==> src/rtl/pause_gen_pkg.sv <==
package pause_gen_pkg;

    localparam int FRAME_BYTES = 60;
    localparam int IDX_W       = $clog2(FRAME_BYTES);
    localparam int TIMER_W     = 16;
    localparam int ADDR_W      = 48;
    localparam logic [47:0] CTRL_DEST = 48'h0180C2000001;

    typedef enum logic [1:0] {
        ARB_IDLE  = 2'd0,
        ARB_NORM  = 2'd1,
        ARB_PAUSE = 2'd2
    } arb_state_e;

    typedef struct packed {
        logic       valid;
        logic [7:0] data;
        logic       last;
    } byte_beat_t;

    // byte at position idx of a generated control frame
    function automatic logic [7:0] frame_byte(input logic [IDX_W-1:0] idx,
                                              input logic [ADDR_W-1:0] sa,
                                              input logic [TIMER_W-1:0] tv);
        int i;
        logic [7:0] b;
        i = int'(idx);
        b = 8'h00;
        if (i < 6)
            b = CTRL_DEST[8*(5-i) +: 8];
        else if (i < 12)
            b = sa[8*(11-i) +: 8];
        else begin
            case (i)
                12: b = 8'h88;
                13: b = 8'h08;
                14: b = 8'h00;
                15: b = 8'h01;
                16: b = tv[15:8];
                17: b = tv[7:0];
                default: b = 8'h00;
            endcase
        end
        return b;
    endfunction

    // quanta to wait before refreshing: half the pause time, at least one
    function automatic logic [TIMER_W-1:0] refresh_limit(input logic [TIMER_W-1:0] tv);
        logic [TIMER_W-1:0] h;
        h = tv >> 1;
        return (h == '0) ? TIMER_W'(1) : h;
    endfunction

endpackage

==> src/rtl/pause_req_ctrl.sv <==
module pause_req_ctrl
    import pause_gen_pkg::*;
(
    input  logic               clk,
    input  logic               rst,
    input  logic               full_duplex,
    input  logic               fc_cmd,
    input  logic [TIMER_W-1:0] pause_time,
    input  logic               quanta_tick,
    input  logic               grant,
    input  logic               pause_busy,
    input  logic               pause_done,
    output logic               pend_pause,
    output logic               pend_cancel
);

    logic               cmd_q;
    logic [TIMER_W-1:0] qcnt;
    logic               cmd_rise;
    logic               cmd_fall;
    logic               counting;
    logic               refresh_hit;

    assign cmd_rise    = full_duplex & fc_cmd & ~cmd_q;
    assign cmd_fall    = full_duplex & ~fc_cmd & cmd_q;
    assign counting    = full_duplex & fc_cmd & cmd_q & ~pend_pause & ~pause_busy;
    assign refresh_hit = counting & quanta_tick &
                         (qcnt >= refresh_limit(pause_time) - TIMER_W'(1));

    always_ff @(posedge clk) begin
        if (rst) begin
            cmd_q       <= 1'b0;
            pend_pause  <= 1'b0;
            pend_cancel <= 1'b0;
            qcnt        <= '0;
        end else begin
            cmd_q <= fc_cmd;
            if (!full_duplex) begin
                pend_pause  <= 1'b0;
                pend_cancel <= 1'b0;
                qcnt        <= '0;
            end else begin
                if (cmd_rise) begin
                    pend_pause  <= 1'b1;
                    pend_cancel <= 1'b0;
                end else if (cmd_fall) begin
                    pend_pause  <= 1'b0;
                    pend_cancel <= 1'b1;
                end else if (grant) begin
                    pend_pause  <= 1'b0;
                    pend_cancel <= 1'b0;
                end else if (refresh_hit) begin
                    pend_pause  <= 1'b1;
                end

                if (pause_done || refresh_hit)
                    qcnt <= '0;
                else if (counting && quanta_tick)
                    qcnt <= qcnt + TIMER_W'(1);
            end
        end
    end

endmodule

==> src/rtl/pause_frame_src.sv <==
module pause_frame_src
    import pause_gen_pkg::*;
(
    input  logic               clk,
    input  logic               rst,
    input  logic               load,
    input  logic [TIMER_W-1:0] load_value,
    input  logic               adv,
    input  logic [ADDR_W-1:0]  station_addr,
    output logic [7:0]         fbyte,
    output logic               flast,
    output logic [IDX_W-1:0]   fidx
);

    localparam logic [IDX_W-1:0] LAST_IDX = IDX_W'(FRAME_BYTES - 1);

    logic [IDX_W-1:0]   idx;
    logic [TIMER_W-1:0] tv;

    always_ff @(posedge clk) begin
        if (rst) begin
            idx <= '0;
            tv  <= '0;
        end else if (load) begin
            idx <= '0;
            tv  <= load_value;
        end else if (adv && idx != LAST_IDX) begin
            idx <= idx + IDX_W'(1);
        end
    end

    assign fbyte = frame_byte(idx, station_addr, tv);
    assign flast = (idx == LAST_IDX);
    assign fidx  = idx;

endmodule

==> src/rtl/pause_tx_arb.sv <==
module pause_tx_arb
    import pause_gen_pkg::*;
(
    input  logic       clk,
    input  logic       rst,
    input  logic       pause_req,
    input  logic [7:0] pause_byte,
    input  logic       pause_last,
    input  logic       norm_valid,
    input  logic [7:0] norm_data,
    input  logic       norm_last,
    output logic       norm_ready,
    input  logic       out_ready,
    output byte_beat_t out_beat,
    output logic       grant,
    output logic       pause_adv,
    output logic       pause_busy,
    output logic       pause_done
);

    arb_state_e state, state_nx;

    always_ff @(posedge clk) begin
        if (rst) state <= ARB_IDLE;
        else     state <= state_nx;
    end

    always_comb begin
        state_nx   = state;
        out_beat   = '0;
        norm_ready = 1'b0;
        pause_adv  = 1'b0;
        grant      = 1'b0;
        case (state)
            ARB_IDLE: begin
                if (pause_req) begin
                    grant    = 1'b1;
                    state_nx = ARB_PAUSE;
                end else if (norm_valid) begin
                    state_nx = ARB_NORM;
                end
            end
            ARB_NORM: begin
                out_beat   = '{valid: norm_valid, data: norm_data, last: norm_last};
                norm_ready = out_ready;
                if (norm_valid && out_ready && norm_last)
                    state_nx = ARB_IDLE;
            end
            ARB_PAUSE: begin
                out_beat  = '{valid: 1'b1, data: pause_byte, last: pause_last};
                pause_adv = out_ready;
                if (out_ready && pause_last)
                    state_nx = ARB_IDLE;
            end
            default: state_nx = ARB_IDLE;
        endcase
    end

    assign pause_busy = (state == ARB_PAUSE);
    assign pause_done = pause_busy & out_ready & pause_last;

endmodule

==> src/rtl/pause_gen.sv <==
module pause_gen
    import pause_gen_pkg::*;
(
    input  logic        clk,
    input  logic        rst,
    input  logic        full_duplex,
    input  logic        fc_cmd,
    input  logic [15:0] pause_time,
    input  logic [47:0] station_addr,
    input  logic        quanta_tick,
    input  logic        norm_valid,
    input  logic [7:0]  norm_data,
    input  logic        norm_last,
    output logic        norm_ready,
    output logic        out_valid,
    output logic [7:0]  out_data,
    output logic        out_last,
    input  logic        out_ready
);

    logic               pend_pause;
    logic               pend_cancel;
    logic               grant;
    logic               pause_adv;
    logic               pause_busy;
    logic               pause_done;
    logic [7:0]         pause_byte;
    logic               pause_last;
    logic [IDX_W-1:0]   pause_idx;
    logic [TIMER_W-1:0] load_value;
    byte_beat_t         beat;

    assign load_value = pend_cancel ? '0 : pause_time;

    pause_req_ctrl u_ctrl (
        .clk         (clk),
        .rst         (rst),
        .full_duplex (full_duplex),
        .fc_cmd      (fc_cmd),
        .pause_time  (pause_time),
        .quanta_tick (quanta_tick),
        .grant       (grant),
        .pause_busy  (pause_busy),
        .pause_done  (pause_done),
        .pend_pause  (pend_pause),
        .pend_cancel (pend_cancel)
    );

    pause_frame_src u_src (
        .clk          (clk),
        .rst          (rst),
        .load         (grant),
        .load_value   (load_value),
        .adv          (pause_adv),
        .station_addr (station_addr),
        .fbyte        (pause_byte),
        .flast        (pause_last),
        .fidx         (pause_idx)
    );

    pause_tx_arb u_arb (
        .clk        (clk),
        .rst        (rst),
        .pause_req  (pend_pause | pend_cancel),
        .pause_byte (pause_byte),
        .pause_last (pause_last),
        .norm_valid (norm_valid),
        .norm_data  (norm_data),
        .norm_last  (norm_last),
        .norm_ready (norm_ready),
        .out_ready  (out_ready),
        .out_beat   (beat),
        .grant      (grant),
        .pause_adv  (pause_adv),
        .pause_busy (pause_busy),
        .pause_done (pause_done)
    );

    assign out_valid = beat.valid;
    assign out_data  = beat.data;
    assign out_last  = beat.last;

endmodule

==> config.mk <==
export PLATFORM = sky130hd
export DESIGN_NAME = pause_gen
export DESIGN_NICKNAME = d
export VERILOG_FILES = /design/src/rtl/pause_gen_pkg.sv /design/src/rtl/pause_req_ctrl.sv /design/src/rtl/pause_frame_src.sv /design/src/rtl/pause_tx_arb.sv /design/src/rtl/pause_gen.sv
export SDC_FILE = /design/constraint.sdc
export NUM_CORES = 1
export LEC_CHECK = 0
export BUFFER_PORTS_ARGS = -buffer_cell sky130_fd_sc_hd__buf_2
export CAP_MARGIN = 30
export CORE_MARGIN = 2
export CORE_UTILIZATION = 32
export DETAILED_ROUTE_END_ITERATION = 7
export PLACE_DENSITY_LB_ADDON = 0.3
export SLEW_MARGIN = 15
export SYNTH_ARGS = -nofsm -noshare
export SYNTH_HDL_FRONTEND = slang
export SYNTH_SLANG_ARGS = --single-unit
==> constraint.sdc <==
create_clock -name clk -period 3.8 [get_ports clk]
set_input_delay 0.38 -clock clk [delete_from_list [all_inputs] [get_ports clk]]
set_output_delay 0.38 -clock clk [all_outputs]
set_load 0.01 [all_outputs]
==> results of run 1 <==
==> per-layer routing <==
layer,GRT usage (%),up-vias,wire length [um]
met2,30.55,110,4517
met3,3.924,12,674
li1,-,1601,-
met5,0,-,0
met1,20.20,1496,4169
met4,4.887,0,167
==> power by group through the flow <==
stage               registers [uW]  clock network, uW  logic [uW]
floorplan                      474                  0        88.5
global placement               475                  0         171
detailed placement             476                  0         175
CTS                            465                364         176
global route                   466                382         195
finish                         465                357         176
==> how the worst max path moves through the flow <==
stage | depth (start not counted) | startpoint | to | slack (ns)
6_report | 17 | pause_time[11] | u_ctrl.qcnt[7] | 0.35
5_1_grt | 17 | pause_time[11] | u_ctrl.qcnt[15] | 0.1
4_1_cts | 17 | pause_time[11] | u_ctrl.qcnt[7] | 0.12
3_5_place_dp | 17 | pause_time[11] | u_ctrl.qcnt[7] | -0.18
3_3_place_gp | 16 | pause_time[11] | u_ctrl.pend_pause | 0.04
2_1_floorplan | 15 | pause_time[11] | u_ctrl.pend_pause | 0.16
==> logic make-up after synthesis <==
| family | Yosys count | synth area share, % |
|---|---|---|
| simple gates | 147 | 24.19 |
| compound gates | 77 | 17.65 |
| flops | 43 | 25.88 |
| xor+xnor | 34 | 8.954 |
| fa+ha+maj | 32 | 11.89 |
| buf+inv | 26 | 3.198 |
| mux | 17 | 8.126 |
| other cells | 1 | 0.1128 |
==> flip-flops by register name (all words and copies together) (netlist names) <==
name and flops:
u_ctrl.cmd_q 1, u_src.tv 16, u_ctrl.pend_pause 1, u_ctrl.qcnt 16, u_arb.state 2, u_ctrl.pend_cancel 1, u_src.fidx 6
==> critical path, cell delays in order <==
cell,delay [ns]
buf_2,0.11
or4_4,0.54
or2_2,0.32
nor3_1,0.17
a21oi_1,0.11
ha_1,0.21
nand2b_1,0.09
or2_2,0.15
nor4_1,0.06
xnor2_1,0.12
ha_1,0.29
o21ai_0,0.15
nor2_1,0.07
a2111oi_2,0.39
a21oi_2,0.13
buf_4,0.19
nor3_1,0.19
==> cell usage in the layout (no fill, tap or decap), types with 16 or more instances in the layout <==
master   instances
nand2_1         28
ha_1            30
a22o_1          16
nor3_1          27
dfxtp_1         43
buf_2           90
nor2_1          25
xnor2_1         20
o21ai_0         16
==> final cells by class <==
| class | count | share of cell area (%) |
|---|---|---|
| Sequential cell | 43 | 20.93 |
| Clock inverter | 3 | 1.065 |
| Tap cell | 136 | 4.138 |
| Multi-Input combinational cell | 308 | 57.50 |
| Inverter | 11 | 1.004 |
| Clock buffer | 5 | 1.673 |
| Timing Repair Buffer | 105 | 13.69 |
==> repair_timing <==
item / CTS / global route
hold buffers: 0 / 0
endpoints found under the setup margin: 0 / 17
resized for setup: 0 / 2
==> through the flow <==
stage / cells / instance area, um^2
detailed placement: 602 / 3986
CTS: 610 / 4099
global route: 611 / 4113
global placement: 602 / 3986
floorplan: 377 / 3326
finish: 611 / 4113
==> metrics.cfg, run 1 <==
[synthesis]
synth_area_leaders = dfxtp_1, ha_1, mux4_2, xnor2_1, a22o_1
syn_area_per_cell_um2 = 8.821
ys_async_sr_fraction_pct = 0
ys.flop_type = dfxtp_1
synth.most_common_cell = dfxtp_1
synth_top_area_share_pct = 25.88
ys_warn_count = 0
ys_types = 58
yosysSeqAreaShare_pct = 25.88
postSynthCellCount = 377
ys_top_cells_by_count = dfxtp_1, ha_1, nand2_1
yosysTopAreaCell = dfxtp_1
syn_area_um2 = 3326
synth_seq_cells = 43
synth_edf_count = 0
syn-num-nets = 487

[pwr]
seqPwrFrac_pct = 46.6
cellLeakagePower_uw = 0.001661
power_uw = 997.8
clockPowerShare_pct = 35.8
p_sw_share_pct = 25.79
ir_drop_v = 0.0001728
switching_power_uw = 257.3
p_int_uw = 740.5
p_per_area_nw_per_um2 = 242.6
p_comb_share_pct = 17.6

[worst_setup_path]
path_max_fanout = 10
reg2reg_from = u_src.fidx[2]
rr_endpoint = u_ctrl.qcnt[7]
path_class = in2reg
crit_required_ns = 4.02
regToRegSetupSlack_ns = 1.49
r2r_cells = 6
critPathLaunchType = input pin
cp.arrival_ns = 3.67
end_kind = register

[timing]
slew_viol_final = 0
period_share_pct = 90.74
max_slew_margin_pct = 58.74
hold_viol = 0
fin_hold_ws_ns = 0.3122
setup_viol = 0
period_needed_ns = 3.448
setup_tns_ns = 0
setup_ws_ns = 0.3518
clock_skew_ns = 0.01069
worst_pin_slew_ns = 0.6180
rsz0062_at_grt = no
clock.fmax_ghz = 0.2900

[final_layout]
antenna_cells = 0
final_net_count = 584
layout-drive-gt1-share_pct = 28.84
multi_input_area_um2 = 2365
fill_cells = 1080
final_util_pct = 40.38
seqCellArea_um2 = 860.8
area_delta_synth_final_pct = 23.66

[min_path]
whs_endpoint = u_src.tv[0]
min_from = pause_time[0]
hold_depth = 2
hold_path_class = in2reg

[global_route]
antenna_found_initial = 0
grt-ovfl-total = 0
track_usage_pct = 17.01
grt_max_degree = 19
grt_pass1_wl_um = 15390
first_global_vias = 3224

[place]
dp_hpwl_um = 7849
gp_congestion = 0.8528
dpl_worst_slack_ns = -0.1841
io_buffers = 90

[drt]
dr.pass1.iters = 4
drc = 0
vias = 3219
avgRoutedWirePerCell_um = 15.60
routed_wl_um = 9529
via_per_inst = 5.268
drtIter0Drc = 165
antenna_left = 0

[outcome]
status = complete, no violations

[floorplanning]
fp.coreArea_um2 = 10180
die_y_um = 105.9
num_rows = 37
die_w_um = 105.9
ioPinCount = 91
initial_core_util_pct = 32.65
dieArea_um2 = 11220

[cts]
cts_tree = done
cts_buffers = 5
post_cts_buffers = 0
cts.sinks = 43
ctsRootBufferMaster = clkbuf_8
cts_buffer_depth = 2
htreeDepth = 2
clock_latency_ns = 0.30
clk_pin_slew_ns = 0.09

[run]
cap_violations = 0

Note: power is estimated with default switching activity, not from simulation.
==> run 2, diff against run 1 <==
==> constraint.sdc (replaced) <==
create_clock -name clk -period 3.8 [get_ports clk]
set_input_delay 0.19 -clock clk [delete_from_list [all_inputs] [get_ports clk]]
set_output_delay 0.19 -clock clk [all_outputs]
set_load 0.01 [all_outputs]
==> run 2 against run 1 <==
First-iteration DRC count fell by 13%; routed wire length rose by 2.4%; clock power down 18%; register-to-register slack gained 0.02 ns; final cell count shrank 1.3%; via count shrank 0.62%; sequential share of layout area rose by 0.49 points; largest power group unchanged; highest routed layer unchanged.
==> metrics.cfg, run 2 (synthesized netlist as in run 1, its figures left out) <==
[final_layout]
final_common_cell = buf_2
antenna_cells = 0  ; unchanged
final_util_pct = 39.46  ; -0.92 points
layout_common_cells = buf_2, dfxtp_1, ha_1
finalInstanceArea_um2 = 4019  ; -2.3%
area_delta_synth_final_pct = 20.84
layout-drive-gt1-share_pct = 27.19  ; -1.6 points
final_net_count = 576  ; -1.4%

[cts]
clock_latency_ns = 0.30  ; about the same
cts.sinks = 43  ; unchanged
clk_pin_slew_ns = 0.08  ; about the same
cts_tree = done
post_cts_resized = 0  ; unchanged
ctsRootBufferMaster = clkbuf_8
hold_buffers = 0  ; unchanged
post_cts_buffers = 0  ; unchanged
htreeDepth = 2  ; unchanged
cts_buffer_depth = 2  ; unchanged
cts_buffers = 5  ; unchanged

[floorplanning]
ioPinCount = 91  ; unchanged
num_rows = 37  ; unchanged
dieArea_um2 = 11220  ; unchanged
die_w_um = 105.9  ; unchanged
initial_core_util_pct = 32.65  ; unchanged
fp.coreArea_um2 = 10180  ; unchanged
die_y_um = 105.9  ; unchanged

[timing]
worst_pin_slew_ns = 0.6239  ; +0.005892 ns
clock_skew_ns = 0.002469  ; -0.008223 ns
clock.fmax_ghz = 0.2930  ; +1.0%
setup_tns_ns = 0  ; unchanged
fin_hold_ws_ns = 0.1254  ; -0.1868 ns
max_slew_margin_pct = 58.35  ; -0.39 points
setup_viol = 0  ; unchanged
period_share_pct = 89.80  ; -0.94 points
hold_viol = 0  ; unchanged
slew_viol_final = 0  ; unchanged
rsz0062_at_grt = no
period_needed_ns = 3.412  ; -0.03575 ns

[global_route]
grt-ovfl-total = 0  ; unchanged
grt_max_degree = 20  ; +1
track_usage_pct = 17.14  ; +0.13 points
first_global_vias = 3098  ; -3.9%
grt_pass1_wl_um = 15450  ; +0.40%
antenna_found_initial = 0  ; unchanged

[pwr]
power_uw = 927.5  ; -7.0%
ir_drop_v = 0.0001415  ; -18%
p_per_area_nw_per_um2 = 230.8  ; -4.9%
cellLeakagePower_uw = 0.001604  ; -3.4%

[worst_setup_path]
critPathLaunchType = input pin
path_class = in2reg
crit_required_ns = 3.99  ; -0.03 ns
path_max_fanout = 4  ; -6
cp.arrival_ns = 3.61  ; -0.06 ns
end_kind = register

[place]
gp_congestion = 0.8038  ; -5.7%
io_buffers = 90  ; unchanged
place_area_um2 = 3934  ; -1.3%
dp_hpwl_um = 7834  ; -0.19%

[outcome]
status = complete, no violations

[drt]
avgRoutedWirePerCell_um = 16.17  ; +3.7%
vias = 3199  ; -0.62%
drc = 0  ; unchanged
drtIter0Drc = 144  ; -13%
via_per_inst = 5.305  ; +0.70%
routed_wl_um = 9753  ; +2.4%
dr.pass1.iters = 4  ; unchanged
antenna_left = 0  ; unchanged

[min_path]
hold_path_class = in2reg

[run]
cap_violations = 0  ; unchanged

run 2: changes by cell type in the layout (fill, tap and decap cells not counted):
cell	before	now
buf_4	15	7
a2111oi_2	1	0
clkinv_4	1	0
clkinvlp_4	0	1
a2111oi_0	0	1
bufinv_16	1	0
clkbuf_1	0	1
run 2: path summary, 6_finish.rpt:
path	endpoint	cells past startpoint	slack (ns)	start
setup / recovery	u_ctrl.pend_pause	16	0.39	pause_time[11]
hold / removal	u_src.tv[0]	2	0.13	pause_time[0]
setup reg to reg	u_ctrl.qcnt[7]	6	1.51	u_src.fidx[2]
hold reg to reg	u_src.tv[4]	1	0.49	u_src.tv[4]
run 2: per-layer routing:
layer  vias up  global-route usage [%]  wire (um)
met3         9                   3.433        615
met1      1496                   21.56       4374
met5         -                       0          0
li1       1578                       -          -
met4         0                   3.571         91
met2       116                   30.37       4672
run 2: through the flow:
step,cells,setup WS [ns]
final,603,0.3876
after global routing,603,0.1048
after CTS,603,0.3792
after detailed placement,595,0.08250
after global placement,594,0.1783
after floorplan,377,0.3471
run 2: area by class of cell:
| class | count | area, um^2 |
|---|---|---|
| clock buffers | 6 | 72.57 |
| clock inverters | 2 | 12.51 |
| fillers | 1066 | 6166 |
| inverters | 11 | 41.29 |
| multi-input cells | 308 | 2359 |
| flip-flops and latches | 43 | 860.8 |
| well taps | 136 | 170.2 |
| repair buffers | 97 | 503.0 |
run 2: report_power, final:
part	internal, uW	switching, uW
Clock	129	163
Combinational	81.0	89.6
Sequential	459	6.75
run 2: worst max-delay path, cell delays in order:
cell	delay, ns
buf_2	0.13
or4_4	0.53
or2_2	0.32
nor3_1	0.17
a21oi_1	0.11
ha_1	0.22
nand2b_1	0.11
or2_2	0.16
nor4_1	0.06
xnor2_1	0.13
ha_1	0.20
a211oi_1	0.24
nor2_1	0.07
a2111oi_0	0.47
a21oi_2	0.14
o311a_1	0.34
